### src/rtl/miss_sorter_pkg.sv
package miss_sorter_pkg;

    typedef enum logic [1:0] {
        CLS_HIT  = 2'b00,
        CLS_COLD = 2'b01,
        CLS_CAP  = 2'b10,
        CLS_CONF = 2'b11
    } miss_class_t;

    typedef enum logic {
        ST_IDLE   = 1'b0,
        ST_REPORT = 1'b1
    } report_state_t;

    localparam int NUM_CLASSES = 3;

endpackage

### src/rtl/touch_map.sv
module touch_map #(
    parameter int IDX_W = 6
) (
    input  logic             clk,
    input  logic             rst_n,
    input  logic [IDX_W-1:0] rd_idx,
    output logic             rd_touched,
    input  logic             wr_en,
    input  logic [IDX_W-1:0] wr_idx
);
    localparam int ENTRIES = 1 << IDX_W;

    logic [ENTRIES-1:0] touched_q;

    assign rd_touched = touched_q[rd_idx];

    always_ff @(posedge clk) begin
        if (!rst_n) begin
            touched_q <= '0;
        end else if (wr_en) begin
            touched_q[wr_idx] <= 1'b1;
        end
    end
endmodule

### src/rtl/recency_stack.sv
module recency_stack #(
    parameter int DEPTH = 8,
    parameter int TAG_W = 6
) (
    input  logic             clk,
    input  logic             rst_n,
    input  logic             upd,
    input  logic [TAG_W-1:0] tag_in,
    output logic             present
);
    localparam int PW = (DEPTH > 1) ? $clog2(DEPTH) : 1;

    logic [TAG_W-1:0] tag_q [DEPTH];
    logic [DEPTH-1:0] vld_q;
    logic [DEPTH-1:0] match;
    logic [PW-1:0]    match_pos;
    logic [PW-1:0]    shift_lim;

    for (genvar g = 0; g < DEPTH; g++) begin : g_match
        assign match[g] = vld_q[g] && (tag_q[g] == tag_in);
    end

    always_comb begin
        match_pos = '0;
        for (int k = 0; k < DEPTH; k++) begin
            if (match[k]) match_pos = PW'(k);
        end
    end

    assign present   = |match;
    // entries above the matched slot (or all, on absence) move down by one
    assign shift_lim = present ? match_pos : PW'(DEPTH - 1);

    always_ff @(posedge clk) begin
        if (!rst_n) begin
            vld_q[0] <= 1'b0;
            tag_q[0] <= '0;
        end else if (upd) begin
            vld_q[0] <= 1'b1;
            tag_q[0] <= tag_in;
        end
    end

    for (genvar g = 1; g < DEPTH; g++) begin : g_slot
        always_ff @(posedge clk) begin
            if (!rst_n) begin
                vld_q[g] <= 1'b0;
                tag_q[g] <= '0;
            end else if (upd && (PW'(g) <= shift_lim)) begin
                vld_q[g] <= vld_q[g-1];
                tag_q[g] <= tag_q[g-1];
            end
        end
    end
endmodule

### src/rtl/sat_counter.sv
module sat_counter #(
    parameter int W = 16
) (
    input  logic         clk,
    input  logic         rst_n,
    input  logic         inc,
    output logic [W-1:0] count
);
    always_ff @(posedge clk) begin
        if (!rst_n) begin
            count <= '0;
        end else if (inc && (count != {W{1'b1}})) begin
            count <= count + W'(1);
        end
    end
endmodule

### src/rtl/miss_sorter.sv
module miss_sorter
    import miss_sorter_pkg::*;
#(
    parameter int ADDR_W      = 8,
    parameter int CACHE_BYTES = 32,
    parameter int BLOCK_BYTES = 4,
    parameter int CNT_W       = 16
) (
    input  logic              clk,
    input  logic              rst_n,
    input  logic              acc_valid,
    input  logic [ADDR_W-1:0] acc_addr,
    input  logic              acc_hit,
    output logic              cls_valid,
    output logic [1:0]        cls_code,
    output logic [CNT_W-1:0]  cnt_cold,
    output logic [CNT_W-1:0]  cnt_cap,
    output logic [CNT_W-1:0]  cnt_conf
);
    localparam int OFF_W  = $clog2(BLOCK_BYTES);
    localparam int FRAMES = CACHE_BYTES / BLOCK_BYTES;
    localparam int BLK_W  = ADDR_W - OFF_W;

    report_state_t state_q, state_d;
    miss_class_t   verdict, code_q;
    logic [BLK_W-1:0] blk;
    logic was_touched, in_stack;
    logic [CNT_W-1:0] counts [NUM_CLASSES];

    assign blk = acc_addr[ADDR_W-1:OFF_W];

    touch_map #(.IDX_W(BLK_W)) u_touch (
        .clk        (clk),
        .rst_n      (rst_n),
        .rd_idx     (blk),
        .rd_touched (was_touched),
        .wr_en      (acc_valid),
        .wr_idx     (blk)
    );

    recency_stack #(.DEPTH(FRAMES), .TAG_W(BLK_W)) u_stack (
        .clk     (clk),
        .rst_n   (rst_n),
        .upd     (acc_valid),
        .tag_in  (blk),
        .present (in_stack)
    );

    // priority: hit, then cold, then capacity, then conflict
    always_comb begin
        if (acc_hit)           verdict = CLS_HIT;
        else if (!was_touched) verdict = CLS_COLD;
        else if (!in_stack)    verdict = CLS_CAP;
        else                   verdict = CLS_CONF;
    end

    always_comb begin
        state_d = state_q;
        unique case (state_q)
            ST_IDLE:   if (acc_valid)  state_d = ST_REPORT;
            ST_REPORT: if (!acc_valid) state_d = ST_IDLE;
            default:   state_d = ST_IDLE;
        endcase
    end

    always_ff @(posedge clk) begin
        if (!rst_n) state_q <= ST_IDLE;
        else        state_q <= state_d;
    end

    always_ff @(posedge clk) begin
        if (!rst_n)         code_q <= CLS_HIT;
        else if (acc_valid) code_q <= verdict;
        else                code_q <= CLS_HIT;
    end

    for (genvar c = 0; c < NUM_CLASSES; c++) begin : g_cnt
        logic bump;
        assign bump = acc_valid && (verdict == miss_class_t'(c + 1));
        sat_counter #(.W(CNT_W)) u_cnt (
            .clk   (clk),
            .rst_n (rst_n),
            .inc   (bump),
            .count (counts[c])
        );
    end

    assign cls_valid = (state_q == ST_REPORT);
    assign cls_code  = code_q;
    assign cnt_cold  = counts[0];
    assign cnt_cap   = counts[1];
    assign cnt_conf  = counts[2];
endmodule

### config.mk
export PLATFORM = sky130hd
export DESIGN_NAME = miss_sorter
export DESIGN_NICKNAME = d
export VERILOG_FILES = /design/src/rtl/miss_sorter_pkg.sv /design/src/rtl/touch_map.sv /design/src/rtl/recency_stack.sv /design/src/rtl/sat_counter.sv /design/src/rtl/miss_sorter.sv
export SDC_FILE = /design/constraint.sdc
export NUM_CORES = 1
export LEC_CHECK = 0
export ABC_AREA = 1
export BUFFER_PORTS_ARGS = -buffer_cell sky130_fd_sc_hd__buf_2
export CORE_MARGIN = 2
export CORE_UTILIZATION = 48
export CTS_CLUSTER_DIAMETER = 60
export DETAILED_ROUTE_END_ITERATION = 7
export PLACE_DENSITY = 0.64
export SLEW_MARGIN = 20
export SYNTH_ARGS = -nofsm -noshare
export SYNTH_HDL_FRONTEND = slang
export SYNTH_SLANG_ARGS = --single-unit
### constraint.sdc
create_clock -name clk -period 2.8 [get_ports clk]
set_input_delay 0.42 -clock clk [delete_from_list [all_inputs] [get_ports clk]]
set_output_delay 0.42 -clock clk [all_outputs]
set_load 0.02 [all_outputs]
Yosys cells after proc, flatten, opt, wreduce, memory -nomap -nowiden
Memory sizes are Yosys's and may differ from the RTL's. Index checks and enable logic that the tools add are counted.

Memories: 1. Output and inout port bits: 51. Bits in writable memories: 48. Word-level logic and storage cells: 122. Register bits after elaboration: 123. Input bits: 12.

Memories: u_stack.tag_q (depth 8, width 6, read ports 8, clocked after Yosys merged registers in 0, write ports 8, line recency_stack.sv:13) `logic [TAG_W-1:0] tag_q [DEPTH];`.

Equality and inequality tests: 14. Magnitude comparators: 9. Reduce and logical (&&, ||, !) cells: 24. Bitwise logic cells: 9. $add $sub $neg: 3. Multiplexer cells: 48.

Operator list (number): 64-bit bitwise OR (1); 16-bit by 1-bit adder with 16-bit output (second input constant) (3); 6-bit equality test (8); 6-bit 2-to-1 mux (8); 16-bit inequality test (second input constant) (3); 1-bit 2-to-1 mux (29); 1-bit logical AND (22); 3-bit 2-to-1 mux (5); 3-bit <= comparator (first input constant) (4); 2-bit 2-to-1 mux (4); 1-bit bitwise OR (8); 8-bit OR reduction (1); 6-bit by 7-bit less-than comparator with 1-bit output (second input constant) (1); 1-bit binary-select mux with 6-bit select (1); 1-bit demux with 6-bit select (1); 6-bit by 1-bit >= comparator with 1-bit output (second input constant) (1); 2-bit by 3-bit <= comparator with 1-bit output (first input constant) (2); 2-bit equality test (second input constant) (2); 1-bit by 3-bit <= comparator with 1-bit output (first input constant) (1); 2-bit by 1-bit equality test with 1-bit output (second input constant) (1); 2-bit AND reduction (1).

Depth between registers and ports, before layout
An unclocked memory read counts as a cell.

Depth after elaboration: 17. Mapped depth: 18. Mapped depth without buffers: 17.

Cells and area by module
Synthesis repeated with hierarchy kept, for this count alone.

Cell total of the unflattened synthesis: 1244. Area, all modules: 9096.2 µm².

Modules (own cells, without submodules): recency_stack (cells each 393, times used 1, sequential area each 1601.5 µm², area each 3161.8 µm²); sat_counter (cells each 149, times used 3, sequential area each 320.3 µm², area each 996.0 µm²); touch_map (cells each 387, times used 1, sequential area each 1281.2 µm², area each 2831.5 µm²); miss_sorter (cells each 17, times used 1, sequential area each 60.1 µm², area each 115.1 µm²).

Least setup slack after synthesis
Ideal clock, no wire load.

Kind: input to register. Start: input acc_addr[2]. End: memory u_stack.tag_q[5][4], in the netlist u_stack.tag_q[1][10], data pin. Setup slack: 0.652 ns. Stages: 14. Library setup time: 0.257 ns. Data required time: 2.543 ns. Arrival: 1.891 ns. Buffers on the path: 2. Cells stage by stage: buf_2 buf_6 nand2_1 nand2_1 nor3_1 nand3_1 nand2_1 nor2_2 nand2_2 nand2_1 nand2_1 inv_1 nand2_1 nor2_1.

RTL lines: from (decl) (line miss_sorter.sv:12) `input logic [ADDR_W-1:0] acc_addr,`; to (decl) (line recency_stack.sv:13).

==> results.yml <==
clocking:
  tritoncts_num_sinks: 171
  clock_tree.root_cell: "sky130_fd_sc_hd__clkbuf_16"
  cts_buffers: 17
  cts_resized: 0
  worstSkewPairLatency_ns: 0.43
  total_setup_buffers_inserted_after_cts: 0
  htreeDepth: 4
  worst_setup_hold_path_clk_slew_ns: 0.07
  post_cts_hold_buffer_count: 0
  cts-root-to-sink-buffers: 2
  cts_tree: "built"
logic_synthesis:
  synth_top_cell_area_share_pct: 28.4
  async_set_or_reset_flop_fraction_in_the_synthesized_netlist_pct: 0
  synth.cell_area_um2: 8680
  yosys.cell_types.count: 41
  synth_top_cells_by_area: "sky130_fd_sc_hd__dfxtp_1, sky130_fd_sc_hd__edfxtp_1, sky130_fd_sc_hd__nand2_1, sky130_fd_sc_hd__inv_1, sky130_fd_sc_hd__a21oi_1"
  synth.yosys.warnings: 0
  yosysSeqAreaShare_pct: 45.0
  synthesis.area_per_instance_um2: 7.46
  synth-edff-count: 48
  synthesis.instances: 1163
  postSynth.topFlopCell: "sky130_fd_sc_hd__dfxtp_1"
  post-synth-top-area-cell: "sky130_fd_sc_hd__dfxtp_1"
  yosys_register_bits: 171
  mappedNetlistNets: 1178
critical_path:
  ff2ff_setup_slack_ns: 0.52
  path_class: "flip-flop to flip-flop"
  critical_path.endpoint_type: "flip-flop"
  worst_ep_arrival_time_ns: 2.59
  cp.required_ns: 3.12
  critical_path.max_fanout: 16
  start_kind: "flip-flop"
sta:
  final_max_slew_viol_count: 0
  max_slew.worst_pin.slew_ns: 0.762
  hold_slack_ns: 0.166
  final_period_utilization_pct: 81.3
  layout_min_cycle_time_ns: 2.28
  final.setup_skew_ns: 0.0103
  rsz0062_at_grt: "no"
  timing.final.setup_violations: 0
  fmax_mhz: 440
  final.setup.tns_ns: 0
  number_of_endpoints_with_negative_hold_slack_in_the_final_report: 0
  slew_headroom_pct: 49.0
layout:
  layout.cells.most_common: "sky130_fd_sc_hd__nand2_1"
  fillerInstances: 1705
  layout_common_cells: "sky130_fd_sc_hd__nand2_1, sky130_fd_sc_hd__inv_1, sky130_fd_sc_hd__nor2_1, sky130_fd_sc_hd__dfxtp_1, sky130_fd_sc_hd__a21oi_1"
  area.growth.synth_to_final_pct: 14.5
  count_of_inserted_antenna_diode_cells: 0
  final_layout_size_suffix_gt1_share_pct: 14.7
  final_net_count: 1254
place:
  replace_congestion: 0.878
  port_buffers: 60
  dp.final_hpwl_um: 14300
grt:
  grt_start_max_net_pins: 89
  grt_first_pass_wirelength_um: 34900
  antenna_found_initial: 0
  grt_pass1_vias: 7040
  globalRouteOverflowTotal: 0
  globalRouteTotalUtil_pct: 22.3
die:
  dieHeight_um: 138
  die_w_um: 138
  fp.dieArea_um2: 19200
  starting_density_pct: 48.6
  ioPinCount: 63
  placementRows: 49
  core_area_um2: 17800
outcome:
  result_of_the_run: "completed"
drt:
  drtPass1Iterations: 5
  first_iter_violations: 493
  antenna_left: 0
  detail_route.drc_violations: 0
  vias: 7643
  avgRoutedWirePerCell_um: 14.0
  finalWirelength_um: 20800
  route.detailed.vias_per_inst: 5.16
job:
  maxCapViolCount: 0
hold_path:
  min_path_type: "primary input to flip-flop"
power:
  power_per_cell_area_nw_per_um2: 547
  power.total_mw: 5.43
  vdd_drop_max_v: 0.000451
  power.static_leakage_nw: 4.06
[registers in the layout (all words and copies together) (netlist names)]
signal             count
u_stack.vld_q          8
cls_valid              1
u_stack.tag_q         48
cls_code               2
u_touch.touched_q     64
g_cnt.u_cnt.count     48
[worst max-delay path, cell delays in order, from the launching register on]
cell and delay (ns):
sky130_fd_sc_hd__edfxtp_1 0.38, sky130_fd_sc_hd__or2_2 0.28, sky130_fd_sc_hd__a22oi_1 0.16, sky130_fd_sc_hd__nand3_1 0.18, sky130_fd_sc_hd__nand2_1 0.14, sky130_fd_sc_hd__nor2_2 0.06
sky130_fd_sc_hd__nand2_2 0.19, sky130_fd_sc_hd__nand4_2 0.40, sky130_fd_sc_hd__o21ai_0 0.30, sky130_fd_sc_hd__nor2_1 0.07
[path summary, 6_finish.rpt]
kind              cells after the start                   from                 endpoint
setup / recovery                      9   u_stack.tag_q[1][20]  g_cnt[2].u_cnt.count[2]
hold / removal                        2                acc_hit              cls_code[0]
setup reg to reg                      9   u_stack.tag_q[1][20]  g_cnt[2].u_cnt.count[2]
hold reg to reg                       2  u_touch.touched_q[25]    u_touch.touched_q[25]
[metrics by stage]
| stage | cells | setup WS, ns | area (µm²) | utilization [%] |
|---|---|---|---|---|
| after global placement | 1449 | 0.107 | 9350 | 52.4 |
| after CTS | 1481 | 0.506 | 9940 | 55.7 |
| after detailed placement | 1449 | 0.101 | 9350 | 52.4 |
| final | 1481 | 0.525 | 9940 | 55.7 |
| after global routing | 1481 | 0.212 | 9940 | 55.7 |
| after floorplan | 1163 | 0.652 | 8680 | - |
[synth_stat cells, drive strengths merged, types with 4 or more instances]
master,number
nand3,46
o22ai,4
nand2,315
a31oi,4
dfxtp,123
nor2,135
a21oi,109
clkbuf,16
buf,29
nor3,29
o21ai,23
nand4,47
xnor2,11
or2,4
inv,147
xor2,31
nor4,10
o211ai,23
edfxtp,48
[power by group]
group	internal [mW]	switching, mW
Combinational	0.136	0.328
Clock	1.35	0.976
Sequential	2.61	0.0347
[per-layer routing]
layer	up-vias	share of wire, %	global-route usage (%)
li1	3944	-	-
met3	29	5.1	3.84
met1	3490	48	31.4
met5	-	0	0
met4	0	1.9	7.63
met2	180	45	34.9
[cells by family (layout without fill, tap and decap cells)]
kind of cell	Yosys count	count (layout)	synth area share (%)
simple gates	588	588	30.0
xor+xnor	42	42	4.24
compound gates	167	167	11.0
flops	171	171	45.0
buf+inv	192	281	9.27
fa+ha+maj	3	3	0.433
[final cells by class]
cell class                      instances  area, µm²  share of cell area, %
Sequential cell                       171       3900                   39.3
Clock buffer                           23        499                   5.02
Tap cell                              229        287                   2.88
Multi-Input combinational cell        800       3970                   39.9
Clock inverter                          9       86.3                  0.869
Inverter                              147        553                   5.57
Timing Repair Buffer                  102        641                   6.45
(Power assumes the default switching activity.)
